[src/rtl/kwdt_pkg.sv]
package kwdt_pkg;

   localparam int WORD_W = 16;
   localparam int SEL_W  = 5;

   localparam int BIT_EN    = 15;
   localparam int BIT_RSTEN = 14;

   typedef struct packed {
      logic             en;
      logic             rst_en;
      logic [SEL_W-1:0] sel;
   } ctrl_t;

   typedef enum logic [1:0] {
      SEQ_IDLE  = 2'd0,
      SEQ_UNLK1 = 2'd1,
      SEQ_ARMED = 2'd2,
      SEQ_RST1  = 2'd3
   } seq_state_t;

   localparam ctrl_t CTRL_DEFAULT = '{en: 1'b0, rst_en: 1'b1, sel: 5'd30};

   function automatic ctrl_t unpack_ctrl(input logic [WORD_W-1:0] w);
      ctrl_t c;
      c.en     = w[BIT_EN];
      c.rst_en = w[BIT_RSTEN];
      c.sel    = w[SEL_W-1:0];
      return c;
   endfunction

   function automatic logic [WORD_W-1:0] pack_ctrl(input ctrl_t c);
      logic [WORD_W-1:0] w;
      w                = '0;
      w[BIT_EN]        = c.en;
      w[BIT_RSTEN]     = c.rst_en;
      w[SEL_W-1:0]     = c.sel;
      return w;
   endfunction

endpackage

[src/rtl/kwdt_keyseq.sv]
module kwdt_keyseq
   import kwdt_pkg::*;
#(
   parameter logic [WORD_W-1:0] KEY_UNLOCK_A  = 16'h3333,
   parameter logic [WORD_W-1:0] KEY_UNLOCK_B  = 16'hCCCC,
   parameter logic [WORD_W-1:0] KEY_RESTART_A = 16'hAAAA,
   parameter logic [WORD_W-1:0] KEY_RESTART_B = 16'h5555
)(
   input  logic              clk,
   input  logic              rst_n,
   input  logic              ctrl_wr,
   input  logic [WORD_W-1:0] wdata,
   output logic              load,
   output logic              restart,
   output logic              armed
);

   seq_state_t state_q, state_d;

   always_comb begin
      state_d = state_q;
      load    = 1'b0;
      restart = 1'b0;
      if (ctrl_wr) begin
         unique case (state_q)
            SEQ_IDLE: begin
               if (wdata == KEY_UNLOCK_A)
                  state_d = SEQ_UNLK1;
               else if (wdata == KEY_RESTART_A)
                  state_d = SEQ_RST1;
               else
                  state_d = SEQ_IDLE;
            end
            SEQ_UNLK1: begin
               state_d = (wdata == KEY_UNLOCK_B) ? SEQ_ARMED : SEQ_IDLE;
            end
            SEQ_ARMED: begin
               load    = 1'b1;
               state_d = SEQ_IDLE;
            end
            SEQ_RST1: begin
               restart = (wdata == KEY_RESTART_B);
               state_d = SEQ_IDLE;
            end
            default: state_d = SEQ_IDLE;
         endcase
      end
   end

   always_ff @(posedge clk or negedge rst_n) begin
      if (!rst_n)
         state_q <= SEQ_IDLE;
      else
         state_q <= state_d;
   end

   assign armed = (state_q == SEQ_ARMED);

endmodule

[src/rtl/kwdt_counter.sv]
module kwdt_counter
   import kwdt_pkg::*;
#(
   parameter int EXP_MIN   = 25,
   parameter int EXP_MAX   = 30,
   parameter int EXP_SCALE = 20,
   localparam int NSEL  = EXP_MAX - EXP_MIN + 1,
   localparam int CNT_W = EXP_MAX - EXP_SCALE
)(
   input  logic             clk,
   input  logic             rst_n,
   input  logic             en,
   input  logic             restart,
   input  logic [SEL_W-1:0] sel,
   output logic [CNT_W-1:0] cnt,
   output logic             expire
);

   localparam logic [CNT_W-1:0] ALL_ONES = {CNT_W{1'b1}};

   logic [SEL_W-1:0] sel_c;
   logic [NSEL-1:0]  pick;
   logic [NSEL-1:0]  hit;
   logic [CNT_W-1:0] cnt_q, cnt_d;

   always_comb begin
      if (sel < SEL_W'(EXP_MIN))
         sel_c = SEL_W'(EXP_MIN);
      else if (sel > SEL_W'(EXP_MAX))
         sel_c = SEL_W'(EXP_MAX);
      else
         sel_c = sel;
   end

   for (genvar i = 0; i < NSEL; i++) begin : g_term
      localparam logic [CNT_W-1:0] LIM = ALL_ONES >> (NSEL - 1 - i);
      assign pick[i] = (sel_c == SEL_W'(EXP_MIN + i));
      assign hit[i]  = (cnt_q == LIM);
   end

   assign expire = en && (|(pick & hit));

   always_comb begin
      if (restart || !en || expire)
         cnt_d = '0;
      else
         cnt_d = cnt_q + 1'b1;
   end

   always_ff @(posedge clk or negedge rst_n) begin
      if (!rst_n)
         cnt_q <= '0;
      else
         cnt_q <= cnt_d;
   end

   assign cnt = cnt_q;

endmodule

[src/rtl/kwdt_status.sv]
module kwdt_status #(
   parameter int NFLAG = 2
)(
   input  logic             clk,
   input  logic             por_n,
   input  logic [NFLAG-1:0] set,
   input  logic             clr_wr,
   input  logic [NFLAG-1:0] clr_mask,
   output logic [NFLAG-1:0] flags
);

   logic [NFLAG-1:0] q;

   for (genvar i = 0; i < NFLAG; i++) begin : g_flag
      always_ff @(posedge clk or negedge por_n) begin
         if (!por_n)
            q[i] <= 1'b0;
         else if (set[i])
            q[i] <= 1'b1;
         else if (clr_wr && clr_mask[i])
            q[i] <= 1'b0;
      end
   end

   assign flags = q;

endmodule

[src/rtl/kwdt_top.sv]
module kwdt_top
   import kwdt_pkg::*;
#(
   parameter int ADDR_W    = 2,
   parameter int EXP_MIN   = 25,
   parameter int EXP_MAX   = 30,
   parameter int EXP_SCALE = 20,
   parameter logic [ADDR_W-1:0] CTRL_ADDR = 'd0,
   parameter logic [ADDR_W-1:0] STAT_ADDR = 'd1,
   parameter logic [WORD_W-1:0] KEY_UNLOCK_A  = 16'h3333,
   parameter logic [WORD_W-1:0] KEY_UNLOCK_B  = 16'hCCCC,
   parameter logic [WORD_W-1:0] KEY_RESTART_A = 16'hAAAA,
   parameter logic [WORD_W-1:0] KEY_RESTART_B = 16'h5555
)(
   input  logic              clk,
   input  logic              por_n,
   input  logic              rst_n,
   input  logic              bus_wr,
   input  logic [ADDR_W-1:0] bus_addr,
   input  logic [WORD_W-1:0] bus_wdata,
   output logic [WORD_W-1:0] bus_rdata,
   output logic              rst_req
);

   localparam int CNT_W = EXP_MAX - EXP_SCALE;
   localparam int NFLAG = 2;

   if (EXP_SCALE < 0 || EXP_SCALE >= EXP_MIN) begin : g_bad_scale
      $error("EXP_SCALE must lie in 0 .. EXP_MIN-1");
   end
   if (EXP_MAX < EXP_MIN || EXP_MAX >= (1 << SEL_W)) begin : g_bad_range
      $error("exponent range must fit the select field");
   end
   if (CTRL_ADDR == STAT_ADDR) begin : g_bad_addr
      $error("control and status addresses must differ");
   end
   if (KEY_UNLOCK_A == KEY_RESTART_A) begin : g_bad_keys
      $error("first unlock and first restart keys must differ");
   end

   logic              core_rst_n;
   logic              wr_ctrl;
   logic              wr_stat;
   logic              seq_load;
   logic              seq_restart;
   logic              seq_armed;
   ctrl_t             ctrl_q;
   logic [WORD_W-1:0] ctrl_word;
   logic [CNT_W-1:0]  cnt;
   logic              expire;
   logic [NFLAG-1:0]  stat_set;
   logic [NFLAG-1:0]  stat_q;
   logic              req_q;

   assign core_rst_n = rst_n & por_n;
   assign wr_ctrl    = bus_wr && (bus_addr == CTRL_ADDR);
   assign wr_stat    = bus_wr && (bus_addr == STAT_ADDR);

   kwdt_keyseq #(
      .KEY_UNLOCK_A  (KEY_UNLOCK_A),
      .KEY_UNLOCK_B  (KEY_UNLOCK_B),
      .KEY_RESTART_A (KEY_RESTART_A),
      .KEY_RESTART_B (KEY_RESTART_B)
   ) i_seq (
      .clk     (clk),
      .rst_n   (core_rst_n),
      .ctrl_wr (wr_ctrl),
      .wdata   (bus_wdata),
      .load    (seq_load),
      .restart (seq_restart),
      .armed   (seq_armed)
   );

   always_ff @(posedge clk or negedge core_rst_n) begin
      if (!core_rst_n)
         ctrl_q <= CTRL_DEFAULT;
      else if (seq_load)
         ctrl_q <= unpack_ctrl(bus_wdata);
   end

   assign ctrl_word = pack_ctrl(ctrl_q);

   kwdt_counter #(
      .EXP_MIN   (EXP_MIN),
      .EXP_MAX   (EXP_MAX),
      .EXP_SCALE (EXP_SCALE)
   ) i_cnt (
      .clk     (clk),
      .rst_n   (core_rst_n),
      .en      (ctrl_q.en),
      .restart (seq_restart),
      .sel     (ctrl_q.sel),
      .cnt     (cnt),
      .expire  (expire)
   );

   assign stat_set[0] = expire &&  ctrl_q.rst_en;
   assign stat_set[1] = expire && !ctrl_q.rst_en;

   kwdt_status #(
      .NFLAG (NFLAG)
   ) i_stat (
      .clk      (clk),
      .por_n    (por_n),
      .set      (stat_set),
      .clr_wr   (wr_stat),
      .clr_mask (bus_wdata[NFLAG-1:0]),
      .flags    (stat_q)
   );

   always_ff @(posedge clk or negedge core_rst_n) begin
      if (!core_rst_n)
         req_q <= 1'b0;
      else
         req_q <= stat_set[0];
   end

   assign rst_req = req_q;

   always_comb begin
      if (bus_addr == CTRL_ADDR)
         bus_rdata = ctrl_word;
      else if (bus_addr == STAT_ADDR)
         bus_rdata = {{(WORD_W-NFLAG){1'b0}}, stat_q};
      else
         bus_rdata = '0;
   end

endmodule

[config.mk]
export PLATFORM = sky130hd
export DESIGN_NAME = kwdt_top
export DESIGN_NICKNAME = d
export VERILOG_FILES = /design/src/rtl/kwdt_pkg.sv /design/src/rtl/kwdt_keyseq.sv /design/src/rtl/kwdt_counter.sv /design/src/rtl/kwdt_status.sv /design/src/rtl/kwdt_top.sv
export SDC_FILE = /design/constraint.sdc
export NUM_CORES = 1
export LEC_CHECK = 0
export BUFFER_PORTS_ARGS = -buffer_cell sky130_fd_sc_hd__buf_4
export CELL_PAD_IN_SITES_DETAIL_PLACEMENT = 1
export CELL_PAD_IN_SITES_GLOBAL_PLACEMENT = 1
export CORE_ASPECT_RATIO = 1.2
export CORE_MARGIN = 4
export CORE_UTILIZATION = 35
export CTS_CLUSTER_DIAMETER = 100
export DETAILED_ROUTE_END_ITERATION = 8
export GPL_ROUTABILITY_DRIVEN = 0
export PLACE_DENSITY = 0.73
export SETUP_SLACK_MARGIN = 0.1
export SYNTH_ARGS = -nofsm -noshare
export SYNTH_HDL_FRONTEND = slang
export SYNTH_HIERARCHICAL = 1
export SYNTH_SLANG_ARGS = --single-unit
[constraint.sdc]
create_clock -name clk -period 1.7 [get_ports clk]
set_input_delay 0.17 -clock clk [delete_from_list [all_inputs] [get_ports clk]]
set_output_delay 0.17 -clock clk [all_outputs]
set_load 0.005 [all_outputs]
==> results of run 1 <==
## worst max-delay path: stages, from the launching register on
cell and delay [ns]:
dfrtp_1 0.37, nand4b_1 0.11, nor3b_2 0.20, nand3_1 0.11
nor3_2 0.11, nand2b_4 0.18, nor2b_4 0.05, a211oi_4 0.23
buf_6 0.15, nor2_1 0.05
## state kept, by name (all words and copies together) (netlist names)
register / count
ctrl_q: 7
i_cnt/cnt: 10
i_seq/state_q: 2
i_stat/flags: 2
rst_req: 1
## through the flow
stage | total power [W] | instances | area, sq um | util, %
after floorplan | 0.0009103 | 148 | 1478 | -
after CTS | 0.001544 | 252 | 1977 | 50.16
after global routing | 0.001653 | 256 | 2047 | 51.94
final | 0.001565 | 256 | 2047 | 51.94
after global placement | 0.001053 | 237 | 1812 | 45.97
after detailed placement | 0.001078 | 237 | 1812 | 45.97
## cell type report
| cell class | instances | area share (%) |
|---|---|---|
| Multi-Input combinational cell | 112 | 42.67 |
| Sequential cell | 22 | 27.26 |
| Timing Repair Buffer | 62 | 23.72 |
| Tap cell | 54 | 3.301 |
| Clock buffer | 4 | 2.689 |
| Inverter | 2 | 0.3667 |
## layer usage
metal  routed length (um)  part of all wire (%)
met5                    0                     0
met4                   87                   2.2
met3                  137                   3.4
met2                 2209                    55
met1                 1593                    40
## what timing repair did
action / CTS / global route
gates resized for setup: 6 / 8
hold buffers: 2 / 0
hold endpoints to repair: 17 / 0
pin swaps: 8 / 6
buffers inserted: 9 / 5
endpoints found under the setup margin: 10 / 13
## worst max-delay path by stage
stage                          start            to  slack [ns]
detailed placement     bus_wdata[11]  i_cnt/cnt[1]       -0.07
finish              i_seq/state_q[0]  i_cnt/cnt[8]        0.01
global placement       bus_wdata[11]  i_cnt/cnt[1]      -0.008
global route        i_seq/state_q[0]  i_cnt/cnt[8]       -0.14
CTS                 i_seq/state_q[0]  i_cnt/cnt[8]       -0.01
floorplan           i_seq/state_q[0]  i_cnt/cnt[1]        0.11
## power by group
group	internal (W)	leakage (nW)	switching, W
clock network	0.000207	0.0288	0.000189
registers	0.000604	0.283	0.0000720
logic	0.000297	0.615	0.000196
total	0.00111	0.926	0.000457
==> flow_summary_export.csv, run 1 <==
group,metric,value,unit
place,post-dp-hpwl,3088,um
final_layout,antenna_cells,0,
power_and_ir_drop,worst_ir_drop_vdd,292.3,uV
final_layout,fillers,460,
detailed_routing,viasPerCell,4.902,
floorplanning,rows,25,
final_layout,register_area,558.0,sq um
final_layout,nets,226,
clock_tree,cts_num_sinks,22,
yosys,synth.avg_cell_area,10.13,sq um
floorplanning,fp.dieH,77.75,um
critical_path,worstPathMaxFanout,7,
clock_tree,cts_buffer_depth,2,
detailed_routing,remaining_drc_errors,0,
power_and_ir_drop,cellPowerDensity,764.6,nW/um^2
yosys,syn-cell-area,1419,sq um
critical_path,worst_setup_path_start_kind,"register",
sta,fin_worst_skew,0.002986,ns
floorplanning,die_width,66.12,um
sta,setup_slack,0.009630,ns
clock_tree,cts_tree,"built",
final_layout,multiInputGateArea,873.3,sq um
clock_tree,path_clk_slew,0.09,ns
global_route,grt-ovfl-total,0,
critical_path,cp.required,1.86,ns
clock_tree,clock_latency,0.27,ns
sta,whs,0.1477,ns
sta,max_clock_freq,591.6,MHz
final_layout,final_cell_mix,"56 x buf_4, 16 x dfrtp_1, 11 x nor2_1",
global_route,antenna_found_initial,0,
global_route,grt.total_usage,17.01,%
yosys,synth_warnings,6,
critical_path,r2r-end,"i_cnt/cnt[8]",
global_route,met3_usage,1.737,%
job,drv_cap,0,
place,port_buffers,29,
global_route,grt_max_degree,21,
yosys,syn_inst,140,
clock_tree,cts-buffers-inserted,3,
critical_path,reg2reg_depth,9,
min_path,min-delay-path-class,"input port to register",
detailed_routing,initialDrtViolationCount,39,
min_path,worstHoldStart,"bus_wdata[2]",
critical_path,reg2reg_slack,0.01,ns
sta,hold_viol_final,0,
detailed_routing,ant_nets,0,
detailed_routing,totalWireLength,4027,um
global_route,grt-busiest-layer,"met2",
floorplanning,die_area,5141,sq um
global_route,grt_pass1_vias,1469,
outcome,status,"completed",
sta,finalSetupViolations,0,
clock_tree,htreeDepth,1,
sta,maxSlewViolCount,0,
sta,fin_crit_sh,99.43,%
global_route,grtUsageMet2,31.08,%
detailed_routing,dr.pass1.iters,4,
critical_path,reg2reg_from,"i_seq/state_q[0]",
detailed_routing,vias,1255,
floorplanning,initial_core_util,36.00,%
detailed_routing,routedWlPerCell,15.73,um
final_layout,final_common_cell,"buf_4",
min_path,min_path_cells,2,
min_path,min_to,"ctrl_q[2]",
power_and_ir_drop,leakage,0.9264,nW
critical_path,crit_arrival,1.85,ns
sta,min_period,1.690,ns
final_layout,syn_to_final_growth,44.27,%
global_route,met1_usage,19.85,%
floorplanning,io_pins,39,
floorplanning,coreArea,3941,sq um
critical_path,end_kind,"register",
sta,rsz0062_at_grt,"yes",
final_layout,drive_above_1_share,48.51,%
clock_tree,cts_root_buf,"clkbuf_8",
place,place_ws,-0.07344,ns
global_route,grt_first_pass_wirelength,6789,um
critical_path,crit_type,"register to register",
sta,tns,0,ns
Note: power is estimated with default switching activity, not from simulation.
==> run 2: changes to the inputs <==
--- a/config.mk
+++ b/config.mk
@@ -15,6 +15,7 @@
 export DETAILED_ROUTE_END_ITERATION = 8
 export GPL_ROUTABILITY_DRIVEN = 0
 export PLACE_DENSITY = 0.73
+export REMOVE_ABC_BUFFERS = 1
 export SETUP_SLACK_MARGIN = 0.1
 export SYNTH_ARGS = -nofsm -noshare
 export SYNTH_HDL_FRONTEND = slang
==> run 2 against run 1 <==
Sequential share of layout area up 0.38 points. Total power is 2.2% lower. Count of clock-buffer cells in the layout did not move. Hold slack gained 0.013 ns. Core utilization down 0.48 points. Clock skew rose by 0.0032 ns. Sequential power hardly changed. First-iteration DRC count shrank 26%. Clock power fell by 4%. Via count rose by 1.6%. Worst setup slack got worse by 0.0031 ns. Non-clock buffer count increased by 1. Critical endpoint is now i_cnt/cnt[5]. Largest power group unchanged.
==> flow_summary_export.csv, run 2 (synthesis gave the netlist of run 1 again) <==
group,metric,value,unit
global_route,grt.total_usage,16.26,%
min_path,worstHoldStart,"bus_wdata[4]",
global_route,antenna_found_initial,0,
min_path,min-delay-path-class,"input port to register",
final_layout,register_area,560.5,sq um
final_layout,antenna_cells,0,
place,post-dp-hpwl,2957,um
sta,maxSlewViolCount,0,
place,place_ws,-0.2613,ns
detailed_routing,vias,1275,
critical_path,path_cells,"nand4b_1 > nor3b_2 > nand3_1 > nor3_2 > nand2b_4 > a31oi_2 > a211oi_4 > buf_6 > nor3_1",
floorplanning,die_width,66.12,um
final_layout,multiInputGateArea,855.8,sq um
critical_path,max_stage_delay,0.36,ns
global_route,grt-ovfl-total,0,
clock_tree,cts-buffers-inserted,3,
min_path,min_to,"ctrl_q[4]",
power_and_ir_drop,net-switching-power,0.0004284,W
job,drv_cap,0,
outcome,status,"completed",
detailed_routing,ant_nets,0,
critical_path,cpMaxStageDelayCell,"dfrtp_1",
detailed_routing,dr.pass1.iters,4,
global_route,grt_pass1_vias,1449,
floorplanning,rows,25,
min_path,min_path_cells,2,
clock_tree,clock_latency,0.26,ns
detailed_routing,totalWireLength,3902,um
floorplanning,initial_core_util,36.00,%
floorplanning,fp.dieH,77.75,um
clock_tree,cts_num_sinks,22,
critical_path,r2r-end,"i_cnt/cnt[5]",
critical_path,reg2reg_slack,0.007,ns
sta,fin_crit_sh,99.62,%
critical_path,reg2reg_from,"i_seq/state_q[0]",
final_layout,final_cell_mix,"60 x buf_4, 14 x dfrtp_1, 11 x nor2_1",
sta,hold_viol_final,0,
critical_path,reg2reg_depth,9,
detailed_routing,initialDrtViolationCount,29,
detailed_routing,routedWlPerCell,15.18,um
critical_path,worstPathMaxFanout,7,
detailed_routing,remaining_drc_errors,0,
power_and_ir_drop,combPwrFrac,31.2,%
clock_tree,cts_tree,"built",
power_and_ir_drop,sw_frac_of_total,27.97,%
sta,rsz0062_at_grt,"yes",
floorplanning,die_area,5141,sq um
final_layout,fillers,460,
final_layout,final_common_cell,"buf_4",
power_and_ir_drop,seqPwrFrac,44.1,%
clock_tree,htreeDepth,1,
critical_path,crit_buf_inv,1,
final_layout,syn_to_final_growth,42.95,%
final_layout,largest_reg_flops,10,
sta,tns,0,ns
critical_path,crit_family,"simple AND/OR/NAND/NOR gates",
final_layout,nets,227,
critical_path,cp.required,1.85,ns
power_and_ir_drop,leakage,0.9186,nW
power_and_ir_drop,p_clk_share,24.7,%
clock_tree,path_clk_slew,0.08,ns
clock_tree,cts_buffer_depth,2,
final_layout,drive_above_1_share,49.75,%
floorplanning,io_pins,39,
place,port_buffers,29,
power_and_ir_drop,cellPowerDensity,755.0,nW/um^2
sta,max_clock_freq,590.5,MHz
critical_path,end_kind,"register",
critical_path,crit_arrival,1.84,ns
power_and_ir_drop,cellInternalPower,0.001103,W
sta,finalSetupViolations,0,
critical_path,crit_type,"register to register",
floorplanning,coreArea,3941,sq um
sta,setup_slack,0.006545,ns
clock_tree,cts_root_buf,"clkbuf_8",
sta,min_period,1.693,ns
global_route,grt_first_pass_wirelength,6534,um
power_and_ir_drop,worst_ir_drop_vdd,267.7,uV
sta,fin_worst_skew,0.006198,ns
detailed_routing,viasPerCell,4.961,
critical_path,worst_setup_path_start_kind,"register",
global_route,grt_max_degree,21,
[run 2: cell types whose count changed in the layout (fill, tap and decap cells not counted), moves of 2 or more]
cell	delta
dfrtp_2	+2
buf_4	+4
dfrtp_1	-2
buf_6	-3
[run 2: cell type report]
| class | count | share of cell area, % |
|---|---|---|
| multi-input combinational | 112 | 42.20 |
| sequential | 22 | 27.64 |
| timing repair buffer | 63 | 23.75 |
| tap | 54 | 3.331 |
| clock buffer | 4 | 2.714 |
| inverter | 2 | 0.3701 |
[run 2: worst max-delay path by stage]
| stage | from | end | cells after the start |
|---|---|---|---|
| final | i_seq/state_q[0] | i_cnt/cnt[5] | 9 |
| after global routing | i_seq/state_q[0] | i_cnt/cnt[3] | 9 |
| after CTS | i_seq/state_q[0] | i_cnt/cnt[5] | 9 |
| after detailed placement | i_seq/state_q[0] | i_cnt/cnt[9] | 8 |
| after global placement | bus_wdata[13] | i_cnt/cnt[7] | 9 |
| after floorplan | i_seq/state_q[0] | i_cnt/cnt[3] | 8 |
[run 2: power groups by stage]
| stage | Clock [W] | Combinational (W) | Sequential (W) |
|---|---|---|---|
| 2_1_floorplan | 0 | 0.000212 | 0.000664 |
| 3_3_place_gp | 0 | 0.000364 | 0.000675 |
| 3_5_place_dp | 0 | 0.000378 | 0.000676 |
| 4_1_cts | 0.000397 | 0.000433 | 0.000671 |
| 5_1_grt | 0.000421 | 0.000523 | 0.000686 |
| 6_report | 0.000379 | 0.000477 | 0.000675 |
[run 2: through the flow]
stage / utilization [%] / hold slack, ns / cells / instance area, sq um / power (W)
floorplan: - / -0.1256 / 136 / 1363 / 0.0008761
global placement: 45.62 / -0.04397 / 239 / 1798 / 0.001039
detailed placement: 45.62 / -0.03984 / 239 / 1798 / 0.001054
CTS: 49.71 / 0.1524 / 251 / 1959 / 0.001500
global route: 51.46 / 0.1639 / 257 / 2028 / 0.001629
finish: 51.46 / 0.1608 / 257 / 2028 / 0.001531
[run 2: what timing repair did]
item	CTS	global route
setup endpoints to repair	10	11
setup buffers	6	7
resized for setup	12	7
pin swaps	9	4
hold buffers	2	0
hold endpoints to repair	17	0
[run 2: routing by layer]
metal,track usage [%],up-vias,part of all wire [%]
li1,-,603,-
met1,18.47,639,40
met2,30.19,27,55
met3,2.026,6,3.6
met4,5.691,0,1.3
met5,0,-,0
